File: src/rtl/npc_pkg.sv
package npc_pkg;

  // coarse transfer kind driven by the external decoder
  typedef enum logic [2:0] {
    XK_SEQ  = 3'd0,
    XK_OPC  = 3'd1,
    XK_LONG = 3'd2,
    XK_IND  = 3'd3,
    XK_TBL  = 3'd4
  } xfer_kind_e;

  // resolved transfer class after opcode inspection
  typedef enum logic [2:0] {
    TC_SEQ,
    TC_FWD,
    TC_BACK,
    TC_PJMP,
    TC_PCALL,
    TC_LONG,
    TC_IND,
    TC_TBL
  } tclass_e;

  localparam int unsigned DEF_PC_W   = 15;
  localparam int unsigned DEF_BYTE_W = 8;
  localparam int unsigned DEF_PAGE_W = 12;
  localparam int unsigned DEF_REL_W  = 5;
  localparam int unsigned DEF_LEN_W  = 2;

endpackage

File: src/rtl/npc_opdecode.sv
module npc_opdecode
  import npc_pkg::*;
#(
  parameter int unsigned BYTE_W = DEF_BYTE_W,
  parameter int unsigned REL_W  = DEF_REL_W
) (
  input  logic [2:0]        kind_i,
  input  logic [BYTE_W-1:0] opc_i,
  output tclass_e           cls_o
);
  localparam int unsigned TAG_W = BYTE_W - REL_W;   // direction tag above offset

  logic [TAG_W-1:0] rel_tag;
  logic [REL_W-1:0] rel_off;
  logic [3:0]       page_tag;

  assign rel_tag  = opc_i[BYTE_W-1:REL_W];
  assign rel_off  = opc_i[REL_W-1:0];
  assign page_tag = opc_i[BYTE_W-1:BYTE_W-4];

  always_comb begin
    cls_o = TC_SEQ;
    unique case (kind_i)
      XK_OPC: begin
        if (rel_tag == '0)
          cls_o = (rel_off == '0) ? TC_SEQ : TC_FWD;
        else if (rel_tag == '1)
          cls_o = TC_BACK;
        else if (page_tag == 4'b0010)
          cls_o = TC_PJMP;
        else if (page_tag == 4'b0011)
          cls_o = TC_PCALL;
        else
          cls_o = TC_SEQ;
      end
      XK_LONG: cls_o = TC_LONG;
      XK_IND:  cls_o = TC_IND;
      XK_TBL:  cls_o = TC_TBL;
      default: cls_o = TC_SEQ;
    endcase
  end

endmodule

File: src/rtl/npc_target.sv
module npc_target
  import npc_pkg::*;
#(
  parameter int unsigned PC_W   = DEF_PC_W,
  parameter int unsigned BYTE_W = DEF_BYTE_W,
  parameter int unsigned PAGE_W = DEF_PAGE_W,
  parameter int unsigned REL_W  = DEF_REL_W,
  parameter int unsigned LEN_W  = DEF_LEN_W
) (
  input  tclass_e                  cls_i,
  input  logic [PC_W-1:0]          pc_i,
  input  logic [REL_W-1:0]         rel_off_i,
  input  logic [PAGE_W-BYTE_W-1:0] page_hi_i,
  input  logic [BYTE_W-1:0]        op1_i,
  input  logic [BYTE_W-1:0]        op2_i,
  input  logic [BYTE_W-1:0]        acc_i,
  input  logic [BYTE_W-1:0]        tbyte_i,
  input  logic [LEN_W-1:0]         len_i,
  output logic [PC_W-1:0]          nxt_o,
  output logic [PC_W-1:0]          ret_o,
  output logic                     push_o,
  output logic [PC_W-1:0]          tbl_addr_o
);
  localparam int unsigned LONG_W = 2 * BYTE_W;

  // modular add of two PC-wide values
  function automatic logic [PC_W-1:0] f_wrap_add(input logic [PC_W-1:0] a,
                                                 input logic [PC_W-1:0] b);
    return a + b;
  endfunction

  // keep bits above the page field, replace the rest
  function automatic logic [PC_W-1:0] f_splice_page(input logic [PC_W-1:0]   pc,
                                                    input logic [PAGE_W-1:0] fld);
    return {pc[PC_W-1:PAGE_W], fld};
  endfunction

  // keep bits above one byte, replace the low byte
  function automatic logic [PC_W-1:0] f_splice_byte(input logic [PC_W-1:0]   pc,
                                                    input logic [BYTE_W-1:0] lo);
    return {pc[PC_W-1:BYTE_W], lo};
  endfunction

  logic [PC_W-1:0]   seq_pc;
  logic [PC_W-1:0]   rel_base;
  logic [PC_W-1:0]   fwd_pc;
  logic [PC_W-1:0]   back_pc;
  logic [PC_W-1:0]   back_delta;
  logic [PC_W-1:0]   page_pc;
  logic [PC_W-1:0]   long_pc;
  logic [LONG_W-1:0] long_full;
  logic              unused_long_hi;

  assign seq_pc   = f_wrap_add(pc_i, PC_W'(len_i));
  assign rel_base = f_wrap_add(pc_i, PC_W'(1));
  assign fwd_pc   = f_wrap_add(rel_base, PC_W'(rel_off_i));

  // negative step: offset minus 2^REL_W, sign-extended to the PC width
  assign back_delta = {{(PC_W-REL_W){1'b1}}, rel_off_i};
  assign back_pc    = f_wrap_add(rel_base, back_delta);

  assign page_pc   = f_splice_page(pc_i, {page_hi_i, op1_i});
  assign long_full = {op1_i, op2_i};
  assign long_pc   = long_full[PC_W-1:0];
  assign unused_long_hi = ^long_full[LONG_W-1:PC_W];

  assign tbl_addr_o = f_splice_byte(pc_i, acc_i);
  assign ret_o      = seq_pc;
  assign push_o     = (cls_i == TC_PCALL);

  always_comb begin
    unique case (cls_i)
      TC_FWD:   nxt_o = fwd_pc;
      TC_BACK:  nxt_o = back_pc;
      TC_PJMP,
      TC_PCALL: nxt_o = page_pc;
      TC_LONG:  nxt_o = long_pc;
      TC_IND:   nxt_o = f_splice_byte(pc_i, acc_i);
      TC_TBL:   nxt_o = f_splice_byte(pc_i, tbyte_i);
      default:  nxt_o = seq_pc;
    endcase
  end

endmodule

File: src/rtl/npc_pcreg.sv
module npc_pcreg #(
  parameter int unsigned PC_W = 15
) (
  input  logic            clk_i,
  input  logic            rst_ni,
  input  logic            step_i,
  input  logic [PC_W-1:0] nxt_i,
  output logic [PC_W-1:0] pc_o
);
  always_ff @(posedge clk_i or negedge rst_ni) begin
    if (!rst_ni)     pc_o <= '0;
    else if (step_i) pc_o <= nxt_i;
  end
endmodule

File: src/rtl/pc_nextgen.sv
module pc_nextgen
  import npc_pkg::*;
#(
  parameter int unsigned PC_W   = DEF_PC_W,
  parameter int unsigned BYTE_W = DEF_BYTE_W,
  parameter int unsigned PAGE_W = DEF_PAGE_W,
  parameter int unsigned REL_W  = DEF_REL_W,
  parameter int unsigned LEN_W  = DEF_LEN_W
) (
  input  logic              clk_i,
  input  logic              rst_ni,
  input  logic              step_i,
  input  logic [2:0]        kind_i,
  input  logic [BYTE_W-1:0] opc_i,
  input  logic [BYTE_W-1:0] op1_i,
  input  logic [BYTE_W-1:0] op2_i,
  input  logic [BYTE_W-1:0] acc_i,
  input  logic [BYTE_W-1:0] tbyte_i,
  input  logic [LEN_W-1:0]  len_i,
  output logic [PC_W-1:0]   pc_o,
  output logic [PC_W-1:0]   nxt_pc_o,
  output logic              push_o,
  output logic [PC_W-1:0]   ret_o,
  output logic [PC_W-1:0]   tbl_addr_o
);
  localparam int unsigned PHI_W = PAGE_W - BYTE_W;   // page bits carried by opcode

  tclass_e   cls;          // decoded class, exposed for assertions
  logic      is_call_opc;  // independent view of the call opcode pattern

  npc_opdecode #(.BYTE_W(BYTE_W), .REL_W(REL_W)) u_dec (
    .kind_i (kind_i),
    .opc_i  (opc_i),
    .cls_o  (cls)
  );

  npc_target #(
    .PC_W(PC_W), .BYTE_W(BYTE_W), .PAGE_W(PAGE_W), .REL_W(REL_W), .LEN_W(LEN_W)
  ) u_tgt (
    .cls_i      (cls),
    .pc_i       (pc_o),
    .rel_off_i  (opc_i[REL_W-1:0]),
    .page_hi_i  (opc_i[PHI_W-1:0]),
    .op1_i      (op1_i),
    .op2_i      (op2_i),
    .acc_i      (acc_i),
    .tbyte_i    (tbyte_i),
    .len_i      (len_i),
    .nxt_o      (nxt_pc_o),
    .ret_o      (ret_o),
    .push_o     (push_o),
    .tbl_addr_o (tbl_addr_o)
  );

  npc_pcreg #(.PC_W(PC_W)) u_pc (
    .clk_i  (clk_i),
    .rst_ni (rst_ni),
    .step_i (step_i),
    .nxt_i  (nxt_pc_o),
    .pc_o   (pc_o)
  );

  assign is_call_opc = (kind_i == 3'd1) && (opc_i[BYTE_W-1:BYTE_W-4] == 4'b0011);

  // register is clear on the edge where reset releases
  a_r1_reset_zero: assert property (@(posedge clk_i) disable iff (!rst_ni)
    $rose(rst_ni) |-> (pc_o == '0));

  // a step loads the value shown on the previous cycle
  a_r2_step_loads: assert property (@(posedge clk_i) disable iff (!rst_ni)
    step_i |=> (pc_o == $past(nxt_pc_o)));

  // no step, no change
  a_r12_hold: assert property (@(posedge clk_i) disable iff (!rst_ni)
    !step_i |=> $stable(pc_o));

  // page transfers keep the bits above the page field
  a_r6_page_keep: assert property (@(posedge clk_i) disable iff (!rst_ni)
    ((cls == TC_PJMP) || (cls == TC_PCALL)) |->
      (nxt_pc_o[PC_W-1:PAGE_W] == pc_o[PC_W-1:PAGE_W]));

  // a push request only comes with the call opcode
  a_r8_push_only_call: assert property (@(posedge clk_i) disable iff (!rst_ni)
    push_o |-> is_call_opc);

  // the call opcode always requests a push
  a_r7_call_pushes: assert property (@(posedge clk_i) disable iff (!rst_ni)
    is_call_opc |-> push_o);

  // accumulator jump keeps the upper PC bits and takes the accumulator
  a_r10_ind_keep: assert property (@(posedge clk_i) disable iff (!rst_ni)
    (kind_i == 3'd3) |->
      ((nxt_pc_o[PC_W-1:BYTE_W] == pc_o[PC_W-1:BYTE_W]) && (nxt_pc_o[BYTE_W-1:0] == acc_i)));

  // table jump stays in the page of the table read
  a_r11_tbl_page: assert property (@(posedge clk_i) disable iff (!rst_ni)
    (kind_i == 3'd4) |-> (nxt_pc_o[PC_W-1:BYTE_W] == tbl_addr_o[PC_W-1:BYTE_W]));

endmodule

File: config.mk
export PLATFORM = sky130hd
export DESIGN_NAME = pc_nextgen
export DESIGN_NICKNAME = d
export VERILOG_FILES = /design/src/rtl/npc_pkg.sv /design/src/rtl/npc_opdecode.sv /design/src/rtl/npc_target.sv /design/src/rtl/npc_pcreg.sv /design/src/rtl/pc_nextgen.sv
export SDC_FILE = /design/constraint.sdc
export NUM_CORES = 1
export LEC_CHECK = 0
export ABC_AREA = 1
export BUFFER_PORTS_ARGS = -buffer_cell sky130_fd_sc_hd__buf_4
export CAP_MARGIN = 20
export CORE_ASPECT_RATIO = 0.9
export CORE_MARGIN = 5
export CORE_UTILIZATION = 45
export DETAILED_ROUTE_END_ITERATION = 8
export GPL_ROUTABILITY_DRIVEN = 0
export HOLD_SLACK_MARGIN = 0.1
export PLACE_DENSITY = 0.76
export SLEW_MARGIN = 15
export SYNTH_ARGS = -nofsm -noshare
export SYNTH_HDL_FRONTEND = slang
export SYNTH_SLANG_ARGS = --single-unit
File: constraint.sdc
create_clock -name clk_i -period 6.6 [get_ports clk_i]
set_input_delay 0.99 -clock clk_i [delete_from_list [all_inputs] [get_ports clk_i]]
set_output_delay 0.99 -clock clk_i [all_outputs]
set_load 0.005 [all_outputs]
==> results by group <==
Route
  • Initial DRC Count: approximately 170
  • Via count: just over 3000
  • DRT antenna net count: 0
  • Pre-antenna DRT Iters: 5
  • Drt wl/cell: about 16 um
  • DRC errors left: 0
  • Drt total wl: ~9000 um
  • Detailed-route vias per instance: approximately 5.4

Synth
  • Cells after Synth: a little over 400
  • Synthesized flop and latch total: 15
  • Yosys warns: 0
  • Mean post-synth cell area: approximately 6.4 um2
  • Post-Syn Area: 0.00264 mm2
  • Sequential area share after synthesis: 0.142
  • Syn_nets: 479
  • Synth unique cells: 35

Hold path
  • Type of the worst min-delay path: in -> async

Finish
  • # fillers: 510
  • Top flop regs: u_pc.pc_o: 15 flops
  • Multi-input gate area: roughly 0.0018 mm2
  • Syn-to-layout area delta: 29.2%
  • Seq. cell area: 375 um2
  • Layout cells sized above 1: 0.271
  • Diodes inserted: 0
  • Fin util: 0.600
  • Finished Layout Cells: ~570
  • Final instance area: around 0.0034 mm2
  • Final nets: 567
  • Max FFs per register: 15
  • Largest reg by FF count: u_pc.pc_o

GRT
  • Pin count of the biggest net entering global routing: 28
  • Grt total ovfl: 0
  • Initial antenna violation count: 0
  • First-pass GRT wire length: 14300 um
  • Total GRT Usage: 0.237
  • Vias in the first global route: 2939

CTS
  • Hold buffers post-CTS: 0
  • Cts bufs inserted: 3
  • Htree depth: 1
  • Resize count post-CTS: 0
  • Clk Latency, worst-skew pair: roughly 0.24 ns
  • Post-CTS Setup Bufs: 0
  • Clock slew at reported path FFs: 0.06 ns
  • CTS sink count: 15
  • CTS tree: done
  • Clk buf depth: 2
  • CTS root buffer: clkbuf_8

Placed design
  • HPWL Detailed: 7750 um
  • Dpl cells: 565
  • Placed Area: 0.00337 mm2
  • Buffers on Ports: between 100 and 150

Floorplanning
  • Row cnt: 26
  • Effective utilization at floorplan: 0.464
  • Core area: between 0.005 and 0.006 mm2
  • Die X: roughly 91 um
  • Die Height: roughly 83 um
  • Die Footprint: 0.00750 mm2
  • I/O pin total: 109

Setup path
  • Crit path cell chain: buf_4 -> nor2_1 -> nand3_1 -> a21oi_1 -> nand3_1 -> inv_1 -> ha_1 -> a21oi_1 -> o21ai_0 -> nor2_1 -> nor2_1 -> nor2_1 -> nand3_1 -> nand3_1 -> nand3_1 -> buf_4
  • Startpoint Class: input port
  • Critical path class: in -> out
  • CP max-delay cell: ha_1
  • CP Capture Type: primary output
  • CP Buf/Inv Count: 3
  • Crit-path max cell delay: 0.33 ns
  • Crit path max-delay family: simple AND/OR/NAND/NOR gates
  • Worst path most repeated cell: nand3_1
  • Worst EP required: 5.61 ns
  • Crit path max fanout: 9
  • Arr. time, crit path: ~3.7 ns

Power
  • Worst vdd ir: 0.234 mV
  • Sequential power share: 0.187
  • Int Pwr: 467 uW
  • Power share of the clock group: 0.080
  • Switching Share: 0.487
  • Leakage: ~0.0019 uW
  • Logic pwr share: 0.733
  • Net Switching: around 440 uW
  • Power per cell area: 267 mW/mm2

STA
  • Tmin final: 4.66 ns
  • RSZ-0062 raised after global routing: false
  • Worst-Margin Slew: between 1 and 1.5 ns
  • Max Slew Vio Count: 0
  • Setup TNS: 0 ns
  • Tightest hold margin: 0.584 ns
  • Period utilization: 0.706
  • Fmax: ~0.21 GHz
  • Final setup viols: 0
  • Hold Fails Final Rpt: 0
  • Slew margin rel.: 0.288
  • Layout Skew: approximately 0.0040 ns

Run status
  • Status: finished, final reports clean

Job
  • # Max-Cap Violations: 0
-- worst paths after layout --
path                                              to  cells after the start                      start  slack (ns)
min                         u_pc.pc_o[7]$_DFFE_PN0P_                      1                     rst_ni        0.58
max reg2reg                u_pc.pc_o[14]$_DFFE_PN0P_                     18   u_pc.pc_o[2]$_DFFE_PN0P_        3.28
min reg2reg                u_pc.pc_o[14]$_DFFE_PN0P_                      2  u_pc.pc_o[14]$_DFFE_PN0P_        0.62
max                                     nxt_pc_o[14]                     16                   opc_i[6]        1.94
max in group asynchronous   u_pc.pc_o[3]$_DFFE_PN0P_                      1                     rst_ni        5.84
min in group clk_i         u_pc.pc_o[14]$_DFFE_PN0P_                      2  u_pc.pc_o[14]$_DFFE_PN0P_        0.62
-- cell usage after synthesis, drive strengths merged --
library cell / count / area (um2)
dfrtp: 15 / 375
a21boi: 1 / 7.51
fa: 2 / 40.0
o21bai: 2 / 15.0
xnor2: 8 / 70.1
inv: 65 / 244
xor2: 23 / 201
ha: 17 / 213
a21oi: 13 / 65.1
a221oi: 12 / 105
o21ai: 16 / 83.8
nor2: 38 / 148
o22ai: 8 / 50.1
or2: 3 / 18.8
nand3: 51 / 290
a22oi: 3 / 22.5
clkbuf: 4 / 16.3
nand4: 3 / 18.8
nor3: 7 / 46.3
buf: 21 / 156
nand3b: 2 / 15.0
nand2: 91 / 357
o211ai: 7 / 82.6
-- final cells by class --
cell class / instances / area share
Clock buffer: 3 / 0.0121
Tap cell: 70 / 0.0257
Clock inverter: 1 / 0.00147
Timing Repair Buffer: 108 / 0.238
Multi-Input combinational cell: 307 / 0.542
Sequential cell: 15 / 0.110
Inverter: 65 / 0.0715
-- cell families after synthesis --
family / count (synthesis) / synth area share
and+or+nand+nor: 195 / 0.338
buffers and inverters: 90 / 0.158
AOI/OAI and AO/OA: 62 / 0.163
xor gates and xnor gates: 31 / 0.103
adders and majority gates: 19 / 0.0957
DFF: 15 / 0.142
-- routing by layer --
layer / vias to the layer above / wire, um / track usage
li1: 1519 / - / -
met1: 1439 / 3990 / 0.313
met2: 117 / 4270 / 0.414
met4: 0 / 199 / 0.0670
met3: 18 / 587 / 0.0263
met5: - / 0 / 0
-- layout by cell type (no fill, tap or decap), types with 2 or more instances in the layout --
cell | netlist | final
o22ai_1 | 8 | 8
o21ai_0 | 8 | 8
xor2_1 | 23 | 23
o21bai_1 | 2 | 2
a21oi_1 | 13 | 13
fa_1 | 2 | 2
o21ai_1 | 7 | 7
nor2_2 | 2 | 2
nand2_1 | 89 | 89
o211ai_2 | 6 | 6
nand2_4 | 2 | 2
nor2_1 | 36 | 36
or2_2 | 3 | 3
nand4_1 | 3 | 3
inv_1 | 64 | 64
dfrtp_1 | 15 | 15
nor3_1 | 6 | 6
nand3_2 | 7 | 7
ha_1 | 17 | 17
nand3_1 | 44 | 44
a221oi_1 | 12 | 12
nand3b_1 | 2 | 2
xnor2_1 | 8 | 8
a22oi_1 | 3 | 3
clkbuf_8 | 0 | 3
buf_4 | 16 | 108
-- power groups by stage --
stage / clock [uW] / combinational [uW] / sequential [uW]
after floorplan: 0 / 388 / 157
after global placement: 0 / 647 / 169
after detailed placement: 0 / 657 / 170
after CTS: 74.5 / 662 / 169
after global routing: 78.6 / 731 / 176
final: 72.8 / 667 / 170
-- stage by stage --
stage / worst slack, ns / total power (uW)
floorplan: 2.70 / 545
global placement: 2.21 / 816
detailed placement: 2.09 / 827
CTS: 2.07 / 905
global route: 1.81 / 986
finish: 1.94 / 910
-- worst register-to-register path, cell delays in order, from the launching register on --
cell      delay (ns)
dfrtp_1         0.46
inv_1           0.12
nor3_1          0.41
nand2_1         0.17
nor2_1          0.22
nand2_1         0.10
xor2_1          0.14
inv_1           0.06
ha_1            0.33
inv_1           0.10
o21bai_1        0.08
a21boi_0        0.22
nand2_1         0.10
nor2_1          0.16
nand3_1         0.09
nand3_1         0.12
nand3_1         0.16
nand2_1         0.11
nand2_1         0.05
Note: power is estimated with default switching activity, not from simulation.
